===== config.mk =====
export PLATFORM = sky130hd
export DESIGN_NAME = assoc_page_lookup
export DESIGN_NICKNAME = d
export VERILOG_FILES = /design/src/rtl/pal_pkg.sv /design/src/rtl/pal_entry_array.sv /design/src/rtl/pal_encoder.sv /design/src/rtl/pal_status.sv /design/src/rtl/assoc_page_lookup.sv
export SDC_FILE = /design/constraint.sdc
export NUM_CORES = 1
export LEC_CHECK = 0
export BUFFER_PORTS_ARGS = -buffer_cell sky130_fd_sc_hd__buf_2
export CAP_MARGIN = 20
export CORE_UTILIZATION = 40
export CTS_CLUSTER_SIZE = 20
export DETAILED_ROUTE_END_ITERATION = 6
export PLACE_DENSITY_LB_ADDON = 0.12
export SKIP_LAST_GASP = 1
export SLEW_MARGIN = 20
export SYNTH_ARGS = -nofsm -noshare
export SYNTH_HDL_FRONTEND = slang
export SYNTH_SLANG_ARGS = --single-unit

===== constraint.sdc =====
create_clock -name clk -period 8.35 [get_ports clk]
set_clock_uncertainty 0.05 [all_clocks]
set_input_delay 1.2525 -clock clk [delete_from_list [all_inputs] [get_ports clk]]
set_output_delay 1.2525 -clock clk [all_outputs]
set_load 0.05 [all_outputs]

===== src/rtl/pal_pkg.sv =====
package pal_pkg;
    localparam int NUM_PAGES = 32;
    localparam int OFFSET_W  = 9;
    localparam int BLOCK_W   = 8;
    localparam int PAGE_W    = $clog2(NUM_PAGES);
    localparam int VADDR_W   = BLOCK_W + OFFSET_W;
    localparam int PADDR_W   = PAGE_W + OFFSET_W;

    typedef logic [BLOCK_W-1:0]  block_t;
    typedef logic [PAGE_W-1:0]   page_t;
    typedef logic [OFFSET_W-1:0] offset_t;
    typedef logic [VADDR_W-1:0]  vaddr_t;
    typedef logic [PADDR_W-1:0]  paddr_t;
    typedef logic [NUM_PAGES-1:0] page_mask_t;

    typedef struct packed {
        logic   valid;
        block_t block;
    } page_entry_t;

    typedef enum logic {
        SEL_IRQ  = 1'b0,
        SEL_USED = 1'b1
    } stat_sel_e;

    function automatic block_t block_of(vaddr_t a);
        return a[VADDR_W-1:OFFSET_W];
    endfunction

    function automatic offset_t offset_of(vaddr_t a);
        return a[OFFSET_W-1:0];
    endfunction
endpackage


===== src/rtl/pal_entry_array.sv =====
module pal_entry_array
    import pal_pkg::*;
#(
    parameter int N = NUM_PAGES
) (
    input  logic        clk,
    input  logic        rst,
    input  logic        wr_en,
    input  page_t       wr_idx,
    input  page_entry_t wr_entry,
    input  block_t      lk_block,
    output logic [N-1:0] hit_vec
);
    page_entry_t entry_q [N];

    for (genvar i = 0; i < N; i++) begin : g_entry
        always_ff @(posedge clk) begin
            if (rst) begin
                entry_q[i] <= '0;
            end else if (wr_en && (int'(wr_idx) == i)) begin
                entry_q[i] <= wr_entry;
            end
        end
        assign hit_vec[i] = entry_q[i].valid && (entry_q[i].block == lk_block);
    end
endmodule


===== src/rtl/pal_encoder.sv =====
module pal_encoder
    import pal_pkg::*;
#(
    parameter int N = NUM_PAGES
) (
    input  logic [N-1:0] vec,
    output page_t        idx,
    output logic         any
);
    always_comb begin
        idx = '0;
        for (int i = 0; i < N; i++) begin
            if (vec[i]) idx = idx | page_t'(i);
        end
    end
    assign any = |vec;
endmodule


===== src/rtl/pal_status.sv =====
module pal_status
    import pal_pkg::*;
#(
    parameter int N = NUM_PAGES
) (
    input  logic         clk,
    input  logic         rst,
    input  logic         miss_evt,
    input  logic         clr_irq,
    input  logic [N-1:0] hit_set,
    input  logic         clr_used,
    output logic         irq,
    output logic [N-1:0] used_mask
);
    always_ff @(posedge clk) begin
        if (rst) begin
            irq <= 1'b0;
        end else if (miss_evt) begin
            irq <= 1'b1;
        end else if (clr_irq) begin
            irq <= 1'b0;
        end
    end

    always_ff @(posedge clk) begin
        if (rst) begin
            used_mask <= '0;
        end else begin
            used_mask <= (clr_used ? '0 : used_mask) | hit_set;
        end
    end
endmodule


===== src/rtl/assoc_page_lookup.sv =====
module assoc_page_lookup
    import pal_pkg::*;
(
    input  logic                 clk,
    input  logic                 rst,
    input  logic                 req_valid,
    input  logic [VADDR_W-1:0]   req_addr,
    output logic                 req_grant,
    output logic                 req_hold,
    output logic [PADDR_W-1:0]   phys_addr,
    output logic                 irq,
    input  logic                 pa_we,
    input  logic [PAGE_W-1:0]    pa_idx,
    input  logic [BLOCK_W-1:0]   pa_block,
    input  logic                 pa_valid,
    input  logic                 st_rd,
    input  logic                 st_wr,
    input  logic                 st_sel,
    input  logic                 st_wdata,
    output logic [NUM_PAGES-1:0] st_rdata
);
    page_mask_t  hit_vec;
    page_mask_t  used_mask;
    page_t       hit_page;
    logic        hit_any;
    page_entry_t wr_entry;
    stat_sel_e   sel;

    assign wr_entry = '{valid: pa_valid, block: pa_block};
    assign sel      = stat_sel_e'(st_sel);

    pal_entry_array #(.N(NUM_PAGES)) u_array (
        .clk      (clk),
        .rst      (rst),
        .wr_en    (pa_we),
        .wr_idx   (pa_idx),
        .wr_entry (wr_entry),
        .lk_block (block_of(req_addr)),
        .hit_vec  (hit_vec)
    );

    pal_encoder #(.N(NUM_PAGES)) u_enc (
        .vec (hit_vec),
        .idx (hit_page),
        .any (hit_any)
    );

    assign req_grant = req_valid && hit_any;
    assign req_hold  = req_valid && !hit_any;
    assign phys_addr = req_grant ? {hit_page, offset_of(req_addr)} : '0;

    pal_status #(.N(NUM_PAGES)) u_status (
        .clk       (clk),
        .rst       (rst),
        .miss_evt  (req_hold),
        .clr_irq   (st_wr && (sel == SEL_IRQ) && st_wdata),
        .hit_set   (req_valid ? hit_vec : '0),
        .clr_used  (st_rd && (sel == SEL_USED)),
        .irq       (irq),
        .used_mask (used_mask)
    );

    always_comb begin
        if (sel == SEL_USED) st_rdata = used_mask;
        else                 st_rdata = {{(NUM_PAGES-1){1'b0}}, irq};
    end
endmodule


==> results of run 1 <==
## worst paths after layout
kind | cells after the start | slack [ps] | to
worst max-delay path | 10 | 2250 | phys_addr[12]
worst min-delay path | 2 | 440 | u_status.used_mask[20]$_SDFF_PP0_
worst max register to register | 7 | 5910 | u_status.irq$_SDFFE_PP0P_
worst min register to register | 2 | 440 | u_status.used_mask[20]$_SDFF_PP0_
## power by group through the flow
stage / sequential (mW) / clock, mW / combinational [mW]
after floorplan: 1.89 / 0 / 0.239
after global placement: 1.90 / 0 / 0.325
after detailed placement: 1.90 / 0 / 0.327
after CTS: 1.87 / 1.51 / 0.328
after global routing: 1.87 / 1.58 / 0.351
final: 1.86 / 1.49 / 0.323
## flip-flops by register name (all words and copies together) (netlist names)
register / cells
u_status.used_mask: 32
u_status.irq: 1
u_array.entry_q: 288
## final cells by class
class	instances	area, sq um
Fill cell	3614	21270
Sequential cell	321	9309
Multi-Input combinational cell	910	6043
Clock buffer	46	959.7
Tap cell	518	648.1
Timing Repair Buffer	100	533.0
Clock inverter	15	116.4
Inverter	10	37.54
## cells in the final DEF (no fill, tap or decap), types with 6 or more instances in the layout
cell type / instances
sky130_fd_sc_hd__and2_1: 323
sky130_fd_sc_hd__edfxtp_1: 288
sky130_fd_sc_hd__xnor2_1: 250
sky130_fd_sc_hd__buf_2: 87
sky130_fd_sc_hd__nor2_1: 85
sky130_fd_sc_hd__nand2_1: 42
sky130_fd_sc_hd__nand3_1: 38
sky130_fd_sc_hd__clkbuf_16: 37
sky130_fd_sc_hd__nand4_1: 34
sky130_fd_sc_hd__dfxtp_1: 33
sky130_fd_sc_hd__a22oi_1: 32
sky130_fd_sc_hd__nor3_1: 31
sky130_fd_sc_hd__o21bai_1: 28
sky130_fd_sc_hd__nor4_1: 12
sky130_fd_sc_hd__buf_4: 12
sky130_fd_sc_hd__inv_1: 10
sky130_fd_sc_hd__clkbuf_1: 9
sky130_fd_sc_hd__clkinv_1: 7
sky130_fd_sc_hd__xor2_1: 6
sky130_fd_sc_hd__nor2b_1: 6
sky130_fd_sc_hd__clkinv_2: 6
## metal layers
layer | vias to the layer above | global-route usage, % | share of wire (%)
li1 | 4607 | - | -
met1 | 4900 | 29.82 | 47
met2 | 240 | 34.68 | 46
met3 | 58 | 3.061 | 4.3
met4 | 8 | 5.249 | 1.9
met5 | - | 0 | 0.15
## metrics by stage
step | power (mW) | hold slack, ps | cells
after detailed placement | 2.226 | 428.2 | 1858
after floorplan | 2.131 | 407.1 | 1324
after global routing | 3.808 | 471.7 | 1920
after CTS | 3.708 | 446.7 | 1919
after global placement | 2.223 | 419.0 | 1858
final | 3.681 | 440.1 | 1920
## worst reg2reg max path, delay by kind of cell, from the launching register on
kind | cells | cell delay [ps]
simple gates | 5 | 1670
flops | 1 | 370
xor+xnor | 1 | 150
compound gates | 1 | 140
## synthesized netlist by cell type, drive strengths merged (3+ instances only)
cell type    n  area share, %
nand2b       4           0.16
nor3        31           0.98
or2          3           0.12
inv         10           0.24
buf         33            2.0
nand3       38            1.2
xnor2      250             14
xor2         6           0.33
nand2       43            1.0
clkbuf      50            1.2
o21bai      28            1.3
a22oi       32            1.5
edfxtp     288             54
nand4       34            1.3
dfxtp       33            4.2
and2       323             13
nor4        12           0.47
nor2        85            2.0
a21o         3           0.14
nor2b        6           0.24
## cell families (layout without fill, tap and decap cells)
family | count (synthesis) | in the layout | share of synthesized area [%]
AOI/OAI and AO/OA | 70 | 70 | 3.402
xor gates and xnor gates | 256 | 256 | 14.11
buffers and inverters | 93 | 171 | 3.379
DFF | 321 | 321 | 58.60
muxes | 1 | 1 | 0.07088
and+or+nand+nor | 583 | 583 | 20.44
==> out/qor.yml, run 1 <==
clock_network:
  htree_levels: 2
  numClockSinks: 321
  clock_insertion_delay_worst_skew_ps: 530
  root_buffer: "sky130_fd_sc_hd__clkbuf_16"
  post_cts.repair.setup_buffers: 0
  numCtsBuffers: 35
  cts_tree: "done"
  cts-resized-gates: 0
  cts.reportedPaths.clkPinSlew_ps: 60
  hold_buffers: 0
  ctsLongestPathBuffers: 3
setup_path:
  timing.critical_path.to_type: "primary output"
  worstPathRequired_ps: 7050
  critPathMaxStageDelay_ps: 760
  cpLargestDelayFamily: "buffers and inverters"
  arrival_ps: 4790
  worstPathCellList: "buf_2 > buf_4 > xnor2_1 > nand4_1 > nor3_1 > nor4_1 > nand4_1 > o31ai_4 > a31oi_1 > buf_2"
  critical_path.n_buffers_inverters: 3
  critical_path_class: "input pin to primary output"
  critPathSlowestCell: "sky130_fd_sc_hd__nor4_1"
  cp-startpoint: "req_addr[13]"
  path_max_fanout: 21
  r2r_startpoint: "u_array.entry_q[1][84]$_SDFFCE_PN0P_"
  setup_crit_start_kind: "input pin"
synth:
  mappedNetlistNets: 1363
  yosysWarnings: 0
  netlist_instances: 1324
  yosysUniqueCellTypes: 32
  netlist_area_sq_um: 15890
  synth_flop_cell: "sky130_fd_sc_hd__edfxtp_1"
  syn-mean-instance-area_sq_um: 12.00
  synth_seq_area_share_pct: 58.60
  synth-seq-cells: 321
  async_reset_ff_share_pct: 0
  synth_edf_count: 288
floorplanning:
  chipHeight_um: 201.3
  initial_utilization_pct: 40.82
  ios: 88
  design.die.area_sq_um: 40520
  rows: 72
  fp.coreArea_sq_um: 38920
  floorplan.die.width_um: 201.3
power_and_ir_drop:
  power_density_nw_per_um2: 208.6
  seqPwrFrac_pct: 50.7
  comb_power_share_pct: 8.8
  peakVddDrop_mv: 0.09602
  leak_pwr_nw: 6.060
  clkPwrFrac_pct: 40.6
  cell_internal_pwr_mw: 2.816
  sw_frac_of_total_pct: 23.51
  p_switching_mw: 0.8652
placed_design:
  placement.setup.worst_slack_ps: 2230
  detailedPlacementHpwl_um: 25840
  number_of_i_o_port_buffers: 87
  placement.cell_area_sq_um: 16560
  globalplace.congestion: 0.7783
timing:
  final.setup.worst_slack_ps: 2253
  max_freq_mhz: 164.0
  post-route-period-util_pct: 73.02
  tightestPinTransition_ps: 1027
  timing.final.crit_period_ps: 6097
  setup_total_negative_slack_ps: 0
  final_max_slew_viol_count: 0
  rsz_0062_raised_after_global_routing: "no"
  final-setup-viol-count: 0
  slew-limit-headroom_pct: 31.37
  hold_violations: 0
layout:
  antenna_cells_inserted: 0
  synthToLayoutAreaGrowth_pct: 11.08
  postLayoutCoreUtil_pct: 45.34
  finalInstanceArea_sq_um: 17650
  drive_gt1_share_pct: 10.84
  post_layout_net_count: 1417
route:
  post_drt_via_cell_ratio: 5.111
  initialDrtViolationCount: 660
  drt_pass1_iterations: 5
  antenna_violating_nets_post_route: 0
  vias: 9813
  drc: 0
  route.final.wire_length_um: 42320
  drt-wirelength-per-cell_um: 22.04
grt:
  first_global_vias: 9706
  global_route.overflow_total: 0
  first_pass_grt_wire_length_um: 63600
  grt.total_usage_pct: 21.27
  grt_max_degree: 47
  grt_antenna_before_repair: 5
flow_run:
  cap_viol_max_count: 0
hold_path:
  hold_path.class: "flip-flop to flip-flop"
  hold_start: "u_status.used_mask[20]$_SDFF_PP0_"
outcome:
  outcome: "completed"
Note: power is estimated with default switching activity, not from simulation.
==> run 2: changes to the inputs <==
ABC_AREA = 1   (was unset)
clock period = 6.02 ns   (was 8.35 ns; I/O delays follow)
==> out/qor.yml, run 2 <==
setup_path:
  critical_path_class: "input pin to primary output"
  worstPathCellList: "buf_2 > inv_2 > a21boi_0 > nand2_1 > nor2_1 > nand3_1 > nand2_1 > nor2_1 > nand2_1 > nor2_2 > nand2_2 > nand2_4 > a21oi_1 > buf_2"
  cpLargestDelayFamily: "simple AND/OR/NAND/NOR gates"
  worstPathRequired_ps: 5070
  critPathMaxStageDelay_ps: 670
  critPathMostFrequentCell: "sky130_fd_sc_hd__nand2_1"
  setup_crit_start_kind: "input pin"
  timing.critical_path.to_type: "primary output"
  path_max_fanout: 38
  arrival_ps: 3650
  critical_path.n_buffers_inverters: 3
  critPathSlowestCell: "sky130_fd_sc_hd__inv_2"
timing:
  rsz_0062_raised_after_global_routing: "no"
  max_freq_mhz: 217.1
  final-setup-viol-count: 0
  timing.final.crit_period_ps: 4606
  slew-limit-headroom_pct: 30.78
  post-route-period-util_pct: 76.52
  hold_violations: 0
  final_max_slew_viol_count: 0
  tightestPinTransition_ps: 1038
  final.setup.worst_slack_ps: 1414
  setup_total_negative_slack_ps: 0
layout:
  finalInstanceArea_sq_um: 18720
  regMostFlops: "u_array.entry_q"
  largest_register_ff_count: 288
  postLayoutCoreUtil_pct: 45.85
  reg.largest.list: "u_array.entry_q (288), u_status.used_mask (32), u_status.irq (1)"
  most_frequent_cells_in_the_layout: "sky130_fd_sc_hd__nand2_1, sky130_fd_sc_hd__nor2_1, sky130_fd_sc_hd__edfxtp_1, sky130_fd_sc_hd__inv_1, sky130_fd_sc_hd__nand3_1"
  layout_commonest_cell: "sky130_fd_sc_hd__nand2_1"
  drive_gt1_share_pct: 10.24
  synthToLayoutAreaGrowth_pct: 12.87
  layoutNonFillerInstCount: 2582
  antenna_cells_inserted: 0
  post_layout_net_count: 2060
synth:
  synth_top_area_cell: "sky130_fd_sc_hd__edfxtp_1"
  synth_most_common_cell: "sky130_fd_sc_hd__nand2_1"
  synth-seq-cells: 321
  syn-mean-instance-area_sq_um: 8.476
  yosysUniqueCellTypes: 36
  synth_flop_cell: "sky130_fd_sc_hd__edfxtp_1"
  yosysTopAreaCellShare_pct: 52.13
  async_reset_ff_share_pct: 0
  yosysWarnings: 0
  mappedNetlistNets: 1996
  netlist_top_cells_area: "sky130_fd_sc_hd__edfxtp_1, sky130_fd_sc_hd__nand2_1, sky130_fd_sc_hd__nor2_1"
  netlist_area_sq_um: 16590
  netlist_instances: 1957
  ys_top_cells_by_count: "sky130_fd_sc_hd__nand2_1, sky130_fd_sc_hd__nor2_1, sky130_fd_sc_hd__edfxtp_1"
  synth_edf_count: 288
  synth_seq_area_share_pct: 56.12
floorplanning:
  rows: 74
  design.die.area_sq_um: 42290
  ios: 88
  initial_utilization_pct: 40.63
  floorplan.die.width_um: 205.6
  chipHeight_um: 205.6
  fp.coreArea_sq_um: 40830
placed_design:
  globalplace.congestion: 0.8460
  placed_cells: 2514
  number_of_i_o_port_buffers: 87
  placement.setup.worst_slack_ps: 1393
  detailedPlacementHpwl_um: 31220
  placement.cell_area_sq_um: 17490
grt:
  first_global_vias: 12552
  global_route.overflow_total: 0
  grt_antenna_before_repair: 1
  grt.total_usage_pct: 24.50
  grt_max_degree: 51
  first_pass_grt_wire_length_um: 75500
clock_network:
  cts-resized-gates: 0
  hold_buffers: 0
  clock_insertion_delay_worst_skew_ps: 540
  numClockSinks: 321
  ctsLongestPathBuffers: 3
  root_buffer: "sky130_fd_sc_hd__clkbuf_16"
  cts_tree: "done"
  post_cts.repair.setup_buffers: 0
  htree_levels: 2
  numCtsBuffers: 37
  cts.reportedPaths.clkPinSlew_ps: 50
route:
  route.final.wire_length_um: 50560
  initialDrtViolationCount: 1048
  drc: 0
  antenna_violating_nets_post_route: 0
  vias: 13248
  post_drt_via_cell_ratio: 5.131
  drt-wirelength-per-cell_um: 19.58
  drt_pass1_iterations: 5
flow_run:
  cap_viol_max_count: 0
hold_path:
  hold_path.class: "flip-flop to flip-flop"
power_and_ir_drop:
  p_switching_mw: 1.366
  leak_pwr_nw: 8.328
  seqPwrFrac_pct: 47.6
  sw_frac_of_total_pct: 25.09
  power_density_nw_per_um2: 290.9
  cell_internal_pwr_mw: 4.079
  comb_power_share_pct: 9.7
  clkPwrFrac_pct: 42.7
  peakVddDrop_mv: 0.1406
outcome:
  outcome: "completed"
-- run 2: cell types whose count changed after synthesis, sizes merged, moves of 38 or more --
cell   change
and2     -322
inv      +210
nand2    +459
nand3     +68
nor2     +343
xnor2    -215
xor2      +38
-- run 2: kinds of logic (layout without fill, tap and decap cells) --
group,count (synthesis),after routing,share of synthesized area [%]
and+or+nand+nor,1126,1126,27.76
DFF,321,321,56.12
buffers and inverters,318,411,7.897
AOI/OAI and AO/OA,113,113,4.050
xor gates and xnor gates,79,79,4.171
-- run 2: metrics by stage --
stage	power (mW)	hold slack (ps)
3_3_place_gp	3.159	403.1
5_1_grt	5.616	430.9
4_1_cts	5.478	415.8
6_report	5.446	412.9
3_5_place_dp	3.166	406.2
2_1_floorplan	2.985	395.4
-- run 2: path summary, 6_finish.rpt --
kind / startpoint / end / slack, ps / cells after the start
setup / recovery: req_addr[16] / phys_addr[12] / 1410 / 14
hold / removal: u_status.used_mask[22]$_SDFF_PP0_ / u_status.used_mask[22]$_SDFF_PP0_ / 410 / 2
setup reg to reg: u_array.entry_q[0][122]$_SDFFCE_PN0P_ / u_status.irq$_SDFFE_PP0P_ / 3990 / 13
hold reg to reg: u_status.used_mask[22]$_SDFF_PP0_ / u_status.used_mask[22]$_SDFF_PP0_ / 410 / 2
-- run 2: routing by layer --
metal,track usage (%),wire (um)
met1,32.47,22150
met2,40.06,23100
met3,3.785,3426
met4,9.762,1880
met5,0,10
-- run 2: area by class of cell --
cell class | instances | area [sq um]
inverter | 222 | 835.8
fill | 3988 | 22110
multi-input combinational | 1318 | 5972
clock buffer | 51 | 1051
tap | 532 | 665.6
timing repair buffer | 121 | 703.2
clock inverter | 17 | 186.4
sequential | 321 | 9309
-- run 2: power by group through the flow --
| stage | Clock (mW) | Combinational, mW | Sequential, mW |
|---|---|---|---|
| floorplan | 0 | 0.362 | 2.62 |
| global placement | 0 | 0.527 | 2.63 |
| detailed placement | 0 | 0.530 | 2.64 |
| CTS | 2.36 | 0.532 | 2.59 |
| global route | 2.43 | 0.588 | 2.60 |
| finish | 2.33 | 0.530 | 2.59 |
-- run 2: worst min-delay path: stages (launching register included) --
cell and delay (ps):
sky130_fd_sc_hd__dfxtp_1 310, sky130_fd_sc_hd__nand2_1 60, sky130_fd_sc_hd__a21oi_1 50
